--- src/rtl/usbrx_pkg.sv ---
package usbrx_pkg;

    typedef enum logic [1:0] {
        ST_IDLE_J,
        ST_HUNT_K,
        ST_SYNC_END,
        ST_DATA
    } rx_state_e;

    localparam int unsigned BYTE_W  = 8;
    localparam int unsigned STUFF_RUN = 6;

    // {dp, dm} encodings
    localparam logic [1:0] LINE_J   = 2'b01;
    localparam logic [1:0] LINE_K   = 2'b10;
    localparam logic [1:0] LINE_SE0 = 2'b00;

endpackage

--- src/rtl/usbrx_line_in.sv ---
module usbrx_line_in
    import usbrx_pkg::*;
#(
    parameter int unsigned STAGES = 2
) (
    input  logic clk,
    input  logic rst_n,
    input  logic dp,
    input  logic dm,
    output logic is_j,
    output logic is_k,
    output logic is_se0,
    output logic level
);

    logic [1:0] chain_q [STAGES];

    for (genvar g = 0; g < STAGES; g++) begin : g_sync
        if (g == 0) begin : g_first
            always_ff @(posedge clk or negedge rst_n) begin
                if (!rst_n) chain_q[0] <= LINE_J;
                else        chain_q[0] <= {dp, dm};
            end
        end else begin : g_next
            always_ff @(posedge clk or negedge rst_n) begin
                if (!rst_n) chain_q[g] <= LINE_J;
                else        chain_q[g] <= chain_q[g-1];
            end
        end
    end

    assign is_j   = (chain_q[STAGES-1] == LINE_J);
    assign is_k   = (chain_q[STAGES-1] == LINE_K);
    assign is_se0 = (chain_q[STAGES-1] == LINE_SE0);
    assign level  = chain_q[STAGES-1][0];

    a_r2_line_exclusive: assert property (@(posedge clk) disable iff (!rst_n)
        $onehot0({is_j, is_k, is_se0}));

endmodule

--- src/rtl/usbrx_nrzi_unstuff.sv ---
module usbrx_nrzi_unstuff
    import usbrx_pkg::*;
(
    input  logic clk,
    input  logic rst_n,
    input  logic init,
    input  logic sample,
    input  logic level,
    output logic bit_ok,
    output logic bit_val
);

    localparam logic [2:0] RUN_MAX = 3'(STUFF_RUN);

    logic       prev_q;
    logic [2:0] ones_q;
    logic       stuffed;

    assign stuffed = (ones_q == RUN_MAX);
    assign bit_val = (level == prev_q);
    assign bit_ok  = sample && !stuffed;

    always_ff @(posedge clk or negedge rst_n) begin
        if (!rst_n) begin
            prev_q <= 1'b1;
            ones_q <= 3'd0;
        end else if (init) begin
            prev_q <= 1'b0;      // closing K of sync: D- low
            ones_q <= 3'd1;      // closing sync bit decodes as 1
        end else if (sample) begin
            prev_q <= level;
            if (stuffed)      ones_q <= 3'd0;
            else if (bit_val) ones_q <= ones_q + 3'd1;
            else              ones_q <= 3'd0;
        end
    end

    a_r5_run_bound: assert property (@(posedge clk) disable iff (!rst_n)
        ones_q <= RUN_MAX);

endmodule

--- src/rtl/usbrx_byte_pack.sv ---
module usbrx_byte_pack
    import usbrx_pkg::*;
(
    input  logic              clk,
    input  logic              rst_n,
    input  logic              init,
    input  logic              bit_ok,
    input  logic              bit_val,
    output logic              byte_full,
    output logic [BYTE_W-1:0] byte_next,
    output logic [2:0]        bitpos
);

    logic [BYTE_W-1:0] sr_q;
    logic [2:0]        pos_q;

    assign byte_next = {bit_val, sr_q[BYTE_W-1:1]};
    assign byte_full = bit_ok && (pos_q == 3'(BYTE_W - 1));
    assign bitpos    = pos_q;

    always_ff @(posedge clk or negedge rst_n) begin
        if (!rst_n) begin
            sr_q  <= '0;
            pos_q <= 3'd0;
        end else if (init) begin
            sr_q  <= '0;
            pos_q <= 3'd0;
        end else if (bit_ok) begin
            sr_q  <= byte_next;
            pos_q <= pos_q + 3'd1;
        end
    end

    a_r4_pos_hold: assert property (@(posedge clk) disable iff (!rst_n)
        (!init && !bit_ok) |=> $stable(pos_q));

endmodule

--- src/rtl/usb_ls_rx.sv ---
module usb_ls_rx
    import usbrx_pkg::*;
#(
    parameter int unsigned BIT_CLKS     = 8,
    parameter int unsigned MAX_BYTES    = 11,
    parameter int unsigned TIMEOUT_CLKS = 64,
    parameter int unsigned SYNC_STAGES  = 2,
    localparam int unsigned CW          = $clog2(MAX_BYTES + 1)
) (
    input  logic              clk,
    input  logic              rst_n,
    input  logic              dp,
    input  logic              dm,
    output logic              byte_valid,
    output logic [BYTE_W-1:0] byte_data,
    output logic              eop_valid,
    output logic [CW-1:0]     eop_count,
    output logic              overflow,
    output logic              frame_timeout
);

    localparam int unsigned HALF = BIT_CLKS / 2;
    localparam int unsigned CNTW = $clog2(TIMEOUT_CLKS + 2 * BIT_CLKS + 1);
    localparam logic [CNTW-1:0] BIT_LAST  = CNTW'(BIT_CLKS - 1);
    localparam logic [CNTW-1:0] SYNC_LAST = CNTW'(BIT_CLKS + HALF - 1);
    localparam logic [CNTW-1:0] TO_LAST   = CNTW'(TIMEOUT_CLKS - 1);
    localparam logic [CW-1:0]   BUDGET    = CW'(MAX_BYTES);

    rx_state_e state_q, state_d;
    logic [CNTW-1:0] cnt_q, cnt_d;
    logic [CW-1:0]   rem_q, rem_d, stored_q, stored_d;

    logic ln_j, ln_k, ln_se0, ln_level;
    logic tick, se0_end, dec_sample, init;
    logic bit_ok, bit_val, byte_full;
    logic [BYTE_W-1:0] byte_next;
    logic [2:0] bitpos;

    logic bv_d, eop_d, ovf_d, to_d;

    usbrx_line_in #(.STAGES(SYNC_STAGES)) u_line (
        .clk(clk), .rst_n(rst_n), .dp(dp), .dm(dm),
        .is_j(ln_j), .is_k(ln_k), .is_se0(ln_se0), .level(ln_level)
    );

    assign tick       = (state_q == ST_DATA) && (cnt_q == BIT_LAST);
    assign se0_end    = tick && ln_se0 && (bitpos != 3'd0);
    assign dec_sample = tick && !se0_end;

    usbrx_nrzi_unstuff u_dec (
        .clk(clk), .rst_n(rst_n), .init(init), .sample(dec_sample),
        .level(ln_level), .bit_ok(bit_ok), .bit_val(bit_val)
    );

    usbrx_byte_pack u_pack (
        .clk(clk), .rst_n(rst_n), .init(init), .bit_ok(bit_ok),
        .bit_val(bit_val), .byte_full(byte_full), .byte_next(byte_next),
        .bitpos(bitpos)
    );

    // next-state and event decode
    always_comb begin
        state_d  = state_q;
        cnt_d    = cnt_q + 1'b1;
        rem_d    = rem_q;
        stored_d = stored_q;
        init     = 1'b0;
        bv_d     = 1'b0;
        eop_d    = 1'b0;
        ovf_d    = 1'b0;
        to_d     = 1'b0;
        unique case (state_q)
            ST_IDLE_J: begin
                cnt_d = '0;
                if (ln_j) state_d = ST_HUNT_K;
            end
            ST_HUNT_K: begin
                if (ln_k) begin
                    state_d = ST_SYNC_END;
                    cnt_d   = '0;
                end else if (cnt_q == TO_LAST) begin
                    to_d    = 1'b1;
                    state_d = ST_IDLE_J;
                    cnt_d   = '0;
                end
            end
            ST_SYNC_END: begin
                if (cnt_q == SYNC_LAST) begin
                    cnt_d = '0;
                    if (ln_k) begin
                        state_d  = ST_DATA;
                        init     = 1'b1;
                        rem_d    = BUDGET;
                        stored_d = '0;
                    end else begin
                        state_d = ST_HUNT_K;
                    end
                end
            end
            ST_DATA: begin
                if (tick) begin
                    cnt_d = '0;
                    if (se0_end) begin
                        eop_d   = 1'b1;
                        state_d = ST_IDLE_J;
                    end else if (byte_full) begin
                        if (rem_q == '0) begin
                            ovf_d   = 1'b1;
                            state_d = ST_IDLE_J;
                        end else begin
                            bv_d     = 1'b1;
                            rem_d    = rem_q - 1'b1;
                            stored_d = stored_q + 1'b1;
                        end
                    end
                end
            end
            default: state_d = ST_IDLE_J;
        endcase
    end

    // state register
    always_ff @(posedge clk or negedge rst_n) begin
        if (!rst_n) begin
            state_q  <= ST_IDLE_J;
            cnt_q    <= '0;
            rem_q    <= '0;
            stored_q <= '0;
        end else begin
            state_q  <= state_d;
            cnt_q    <= cnt_d;
            rem_q    <= rem_d;
            stored_q <= stored_d;
        end
    end

    // output register
    always_ff @(posedge clk or negedge rst_n) begin
        if (!rst_n) begin
            byte_valid    <= 1'b0;
            byte_data     <= '0;
            eop_valid     <= 1'b0;
            eop_count     <= '0;
            overflow      <= 1'b0;
            frame_timeout <= 1'b0;
        end else begin
            byte_valid    <= bv_d;
            eop_valid     <= eop_d;
            overflow      <= ovf_d;
            frame_timeout <= to_d;
            if (bv_d)  byte_data <= byte_next;
            if (eop_d) eop_count <= stored_q;
        end
    end

    a_r1_single_event: assert property (@(posedge clk) disable iff (!rst_n)
        $onehot0({byte_valid, eop_valid, overflow, frame_timeout}));

    a_r6_count_bound: assert property (@(posedge clk) disable iff (!rst_n)
        eop_valid |-> (eop_count <= BUDGET));

    a_r8_quiet_after_abort: assert property (@(posedge clk) disable iff (!rst_n)
        overflow |=> (!byte_valid && !eop_valid));

    a_r9_timeout_from_hunt: assert property (@(posedge clk) disable iff (!rst_n)
        frame_timeout |-> (state_q == ST_IDLE_J));

endmodule

--- config.mk ---
export PLATFORM = sky130hd
export DESIGN_NAME = usb_ls_rx
export DESIGN_NICKNAME = d
export VERILOG_FILES = /design/src/rtl/usbrx_pkg.sv /design/src/rtl/usbrx_line_in.sv /design/src/rtl/usbrx_nrzi_unstuff.sv /design/src/rtl/usbrx_byte_pack.sv /design/src/rtl/usb_ls_rx.sv
export SDC_FILE = /design/constraint.sdc
export NUM_CORES = 1
export LEC_CHECK = 0
export BUFFER_PORTS_ARGS = -buffer_cell sky130_fd_sc_hd__buf_2
export CAP_MARGIN = 20
export CORE_UTILIZATION = 45
export DETAILED_ROUTE_END_ITERATION = 10
export HOLD_SLACK_MARGIN = 0.1
export PLACE_DENSITY = 0.68
export SYNTH_ARGS = -nofsm -noshare
export SYNTH_HDL_FRONTEND = slang
export SYNTH_HIERARCHICAL = 1
export SYNTH_SLANG_ARGS = --single-unit
--- constraint.sdc ---
create_clock -name clk -period 5.68 [get_ports clk]
set_input_delay 0.568 -clock clk [delete_from_list [all_inputs] [get_ports clk]]
set_output_delay 0.568 -clock clk [all_outputs]
set_load 0.05 [all_outputs]
* Word level (Yosys, flattened, before mapping)
Index checks and enable logic that the tools add are counted.
** Storage, ports and cells
- Register bits after elaboration :: 52
- Input bits :: 4
- Output and inout port bits :: 16
- Word-level logic and storage cells :: 117
** Operators by class
- Add/sub/neg operators :: 5
- Equality and inequality tests :: 21
- Mux-type cells :: 58
- Reduce and logical (&&, ||, !) cells :: 17
** Operator list (number)
- 4-bit 2-to-1 mux :: 12
- 7-bit 2-to-1 mux :: 4
- 7-bit one-hot mux with 4 select lines :: 1
- 1-bit 2-to-1 mux :: 21
- 2-bit 2-to-1 mux :: 9
- 3-bit 2-to-1 mux :: 6
- 8-bit 2-to-1 mux :: 2
- 4-bit one-hot mux with 2 select lines :: 2
- 2-bit inequality test (second input constant) :: 7
- 2-bit one-hot mux with 4 select lines :: 1
- 7-bit by 1-bit adder with 7-bit output (second input constant) :: 1
- 7-bit by 3-bit equality test with 1-bit output (second input constant) :: 1
- 7-bit by 4-bit equality test with 1-bit output (second input constant) :: 1
- 7-bit by 6-bit equality test with 1-bit output (second input constant) :: 1
- 7-bit AND reduction :: 1
- 3-bit by 1-bit adder with 3-bit output (second input constant) :: 2
- 2-bit equality test (second input constant) :: 3
- 3-bit equality test (second input constant) :: 2
- 1-bit logical AND :: 6
- 3-bit inequality test (second input constant) :: 2
- 6-bit AND reduction :: 1
- 2-bit nonzero test :: 3
- 4-bit by 1-bit adder with 4-bit output (second input constant) :: 1
- 2-bit by 1-bit equality test with 1-bit output (second input constant) :: 2
- other kinds (7) :: 9

* Depth between registers and ports, before layout
- Depth after elaboration :: 12
- Depth in mapped cells :: 11
- Mapped depth without buffers :: 10

* Hierarchy
The synthesis kept the hierarchy.
** Modules (own cells, without submodules)
- usb_ls_rx :: times used 1, cells an instance 131, area an instance 1632.8 µm², sequential area each 825.8 µm²
- usbrx_byte_pack :: times used 1, cells an instance 36, area an instance 442.9 µm², sequential area each 250.2 µm²
- usbrx_nrzi_unstuff :: times used 1, cells an instance 21, area an instance 261.5 µm², sequential area each 101.3 µm²
- usbrx_line_in :: times used 1, cells an instance 7, area an instance 121.4 µm², sequential area each 102.6 µm²

* Worst setup path before layout
OpenSTA, ideal clock, no wires.
- Kind :: register to register
- From :: register cnt_q[5]
- To :: register rem_q[2]
- Library setup time :: 126 ps
- Arrival :: 2750 ps
- Data required time :: 5554 ps
- Slack :: 2804 ps
- Stages on the path, launching flop included :: 11
- Path buffers :: 1
- Clock period less this slack :: 2876 ps
- Cells stage by stage :: dfrtp_1 or3_4 nor4b_4 a21bo_4 inv_1 buf_6 and2_2 mux2_2 o211ai_1 a21o_1 a221o_1
** On the way
- Cells in the longest elaborated chain, start to end :: 10
- Elaborated cells on any way between the ends :: 14
- Classes of those cells :: 6 x eq/ne; 8 x reduce/logical
** RTL lines
- start, declared :: RTL line usb_ls_rx.sv:30 : logic [CNTW-1:0] cnt_q, cnt_d;
- start signal, assigned :: RTL line usb_ls_rx.sv:131 : cnt_q <= cnt_d;
- 7-bit by 3-bit equality test with 1-bit output (*) :: RTL line usb_ls_rx.sv:46 : assign tick = (state_q == ST_DATA) && (cnt_q == BIT_LAST);
- 1-bit logical AND (*) :: RTL line usb_ls_rx.sv:46
- 1-bit logical AND (2 in series) :: RTL line usb_ls_rx.sv:47 : assign se0_end = tick && ln_se0 && (bitpos != 3'd0);
- 1-bit logical NOT :: RTL line usb_ls_rx.sv:48 : assign dec_sample = tick && !se0_end;
- 1-bit logical AND (*) :: RTL line usb_ls_rx.sv:48
- via dec_sample :: RTL line usb_ls_rx.sv:34 : logic tick, se0_end, dec_sample, init;
- 1-bit logical AND (*) :: RTL line usbrx_nrzi_unstuff.sv:21 : assign bit_ok = sample && !stuffed;
- via bit_ok :: RTL line usb_ls_rx.sv:35 : logic bit_ok, bit_val, byte_full;
- 1-bit logical AND (*) :: RTL line usbrx_byte_pack.sv:18 : assign byte_full = bit_ok && (pos_q == 3'(BYTE_W - 1));
- via byte_full :: RTL line usb_ls_rx.sv:35
- 2-bit inequality test (no source line) (*)
- 7-bit AND reduction (no source line) (*)
- end signal, assigned :: RTL line usb_ls_rx.sv:132 : rem_q <= rem_d;
- end, declared :: RTL line usb_ls_rx.sv:31 : logic [CW-1:0] rem_q, rem_d, stored_q, stored_d;
The timed path passes the listed nets; every way through them passes the cells marked *.
A chain may end at the register's enable or synchronous reset.

* Worst setup path after layout
- From :: register cnt_q[0]
- To :: register rem_q[2]
The elaborated chain is that of the path after synthesis.

==> key figures <==
Outcome
  • Status: finished clean

Timing
  • Final period utilization: 0.6025
  • Final setup viols: 0
  • RSZ-0062 raised after global routing: false
  • Clk_skew: about 0.0072 ns
  • Hold_ws: around 0.35 ns
  • Max-slew violations: 0
  • Worst-Margin Slew: roughly 0.63 ns
  • Slew headroom: 0.5779
  • Fmax: approximately 290 MHz
  • Final setup TNS: 0 ns
  • Crit path time final: roughly 3.4 ns
  • Final Hold Fails: 0

Synth
  • Synth Flop Type: dfrtp_1
  • Seq cells post-synth: 51
  • EDFF count, synth: 0
  • Cells after synthesis: 195
  • Post-synthesis sequential area ratio: 0.5206
  • Post-Syn Area: 2459 sq um
  • Post-Syn Area per Cell: about 13 sq um
  • Post-synth ARST share: 1.000
  • Synth Net Count: approximately 210
  • Synth Warn #: 6
  • Distinct cells, synth: between 40 and 50

Critical path
  • CP cell instances: ha_1, nand3b_1, nor4b_4, a21bo_4, inv_1, and2_2, mux2_2, o211ai_1, a21o_1, a221o_1
  • Critical Setup Path Class: reg -> reg
  • Worst R2R End: rem_q[2]$_DFFE_PN0P_
  • Slowest stage delay, CP: 0.46 ns
  • CP Capture Type: flop
  • Flop2flop setup slack: roughly 2.3 ns
  • CP bufs+invs: 1
  • Slowest CP cell: nor4b_4
  • CP delay by family, top: compound AO/OA/AOI/OAI gates
  • CP Data Required Time: 5.88 ns
  • Worst flop-to-flop path startpoint: cnt_q[0]$_DFF_PN0_
  • R2R depth: 10
  • CP arrival: between 3 and 4 ns
  • Beginning of the critical path: cnt_q[0]$_DFF_PN0_
  • Critical path fanouts, max: 11
  • CP Launch Type: flop

Clock network
  • Post-CTS sizing: 0
  • CTS H-tree lvls: 2
  • Postcts setup bufs: 0
  • Clock Sinks: just over 50
  • Clock Latency Late Sink: around 0.31 ns
  • CTS Buf Count: 5
  • CTS max path bufs: 2
  • CTS tree: yes
  • Hold bufs inserted after CTS: 0
  • CTS clk-pin slew, worst paths: about 0.090 ns
  • Clk root buf: clkbuf_8

Placed design
  • Final HPWL DP: between 2000 and 3000 microns
  • DP Area: between 2000 and 3000 sq um
  • Buffers on Ports: 19
  • DP Cell Count: 279
  • RePlAce Congestion: 0.7501

Global route
  • GRT Residual Overflow: 0
  • Initial antenna violation count: 0
  • Vias in the first global route: roughly 1500
  • Largest net degree at the start of global routing: 52
  • GRT Util Overall: 0.1579
  • First-pass GRT wire length: 7217 microns

Final layout
  • Net count, final: 228
  • Most frequent cells in the layout: 48 x dfrtp_1, 21 x nor2_1, 19 x buf_2
  • Synth-to-layout area growth: 9.669%
  • Share of layout cells above drive strength 1: 0.2903
  • Post-route cell area: 2696 sq um
  • Finished Layout Cells: between 200 and 300
  • Commonest non-fill, non-tap cell in the layout: dfrtp_1
  • ANT cells: 0

Floorplan
  • Height of the chip: 75.92 microns
  • Row cnt: 26
  • Initial Utilization: 0.4753
  • Die area: around 5800 sq um
  • # IOs: 20
  • Core Box Area: about 5200 sq um
  • Chip Width: about 76 microns

Routing
  • Via Count: approximately 1500
  • DR pass1 iterations: 4
  • Routed Antenna Nets: 0
  • Avg WL per Cell: between 10 and 15 microns
  • # DRC: 0
  • Total Wirelength: slightly above 4000 microns
  • Initial DRC count: 70
  • Routed vias/inst: around 5.2

Run
  • Max-Cap Viols: 0

Pwr
  • Static Leak: about 0.0013 uW
  • Cell Pwr Density: roughly 330 nW/um^2
  • Worst VDD drop: about 0.00025 V

Worst hold path
  • Min-delay worst type: in -> async
[power breakdown]
| part | switching [uW] | internal [uW] | leakage [uW] |
|---|---|---|---|
| Sequential | 58.6 | 421 | 0.000670 |
| Combinational | 108 | 96.8 | 0.000595 |
| Clock | 127 | 88.5 | 0.0000485 |
[cells by family (layout without fill, tap and decap cells)]
group	count (synthesis)	after routing	share of synthesized area
AOI/OAI and AO/OA	20	20	0.08143
xor gates and xnor gates	8	8	0.02850
adders and majority gates	8	8	0.04071
buffers and inverters	14	36	0.03002
DFF	51	51	0.5206
muxes	28	28	0.1221
and+or+nand+nor	66	66	0.1766
[stage by stage]
step                      total power, uW  setup WS (ns)  utilization
after floorplan                     647.0          2.804            -
after global placement              686.6          2.378       0.5036
after detailed placement            693.2          2.295       0.5036
after CTS                           909.7          2.256       0.5213
after global routing                963.2          2.043       0.5213
final                               900.1          2.258       0.5213
[routing by layer]
metal	track usage	routed length, microns	vias to the layer above
li1	-	-	737
met1	0.2333	2164	738
met2	0.2264	1749	20
met3	0.03614	115	7
met4	0.05769	51	0
met5	0	0	-
[synth_stat cells, drive strengths merged, types with 3 or more instances]
master,n,area share
nand3,3,0.0061
dfrtp,48,0.49
a221o,4,0.016
mux2i,12,0.049
nor4b,3,0.023
and2,3,0.0081
nor2,21,0.032
and3,5,0.013
nand2,6,0.0092
xnor2,6,0.021
nor3b,4,0.012
buf,4,0.014
or3b,4,0.014
dfstp,3,0.032
ha,8,0.041
mux2,16,0.073
nor2b,4,0.010
inv,8,0.012
[final cells by class]
type                       instances  area [sq um]
clock buffer                       5         68.82
clock inverter                     3         22.52
fill                             456          2476
inverter                           8         30.03
multi-input combinational        130          1105
sequential                        51          1280
tap                               70         87.58
timing repair buffer              20         102.6
[sequential cells by signal (all words and copies together) (netlist names), 2 cells and up]
name            count
u_dec/ones_q        3
rem_q               4
u_pack/bitpos       3
u_pack/sr_q         7
byte_data           8
eop_count           4
state_q             2
u_line/chain_q      3
cnt_q               7
stored_q            4
[how the worst max path moves through the flow]
stage | endpoint | depth (start not counted)
finish | rem_q[2]$_DFFE_PN0P_ | 10
detailed placement | stored_q[2]$_DFFE_PN0P_ | 10
CTS | rem_q[2]$_DFFE_PN0P_ | 10
global placement | stored_q[3]$_DFFE_PN0P_ | 10
floorplan | rem_q[2]$_DFFE_PN0P_ | 10
global route | rem_q[2]$_DFFE_PN0P_ | 9
No activity file was read; power rests on OpenSTA's default activity.
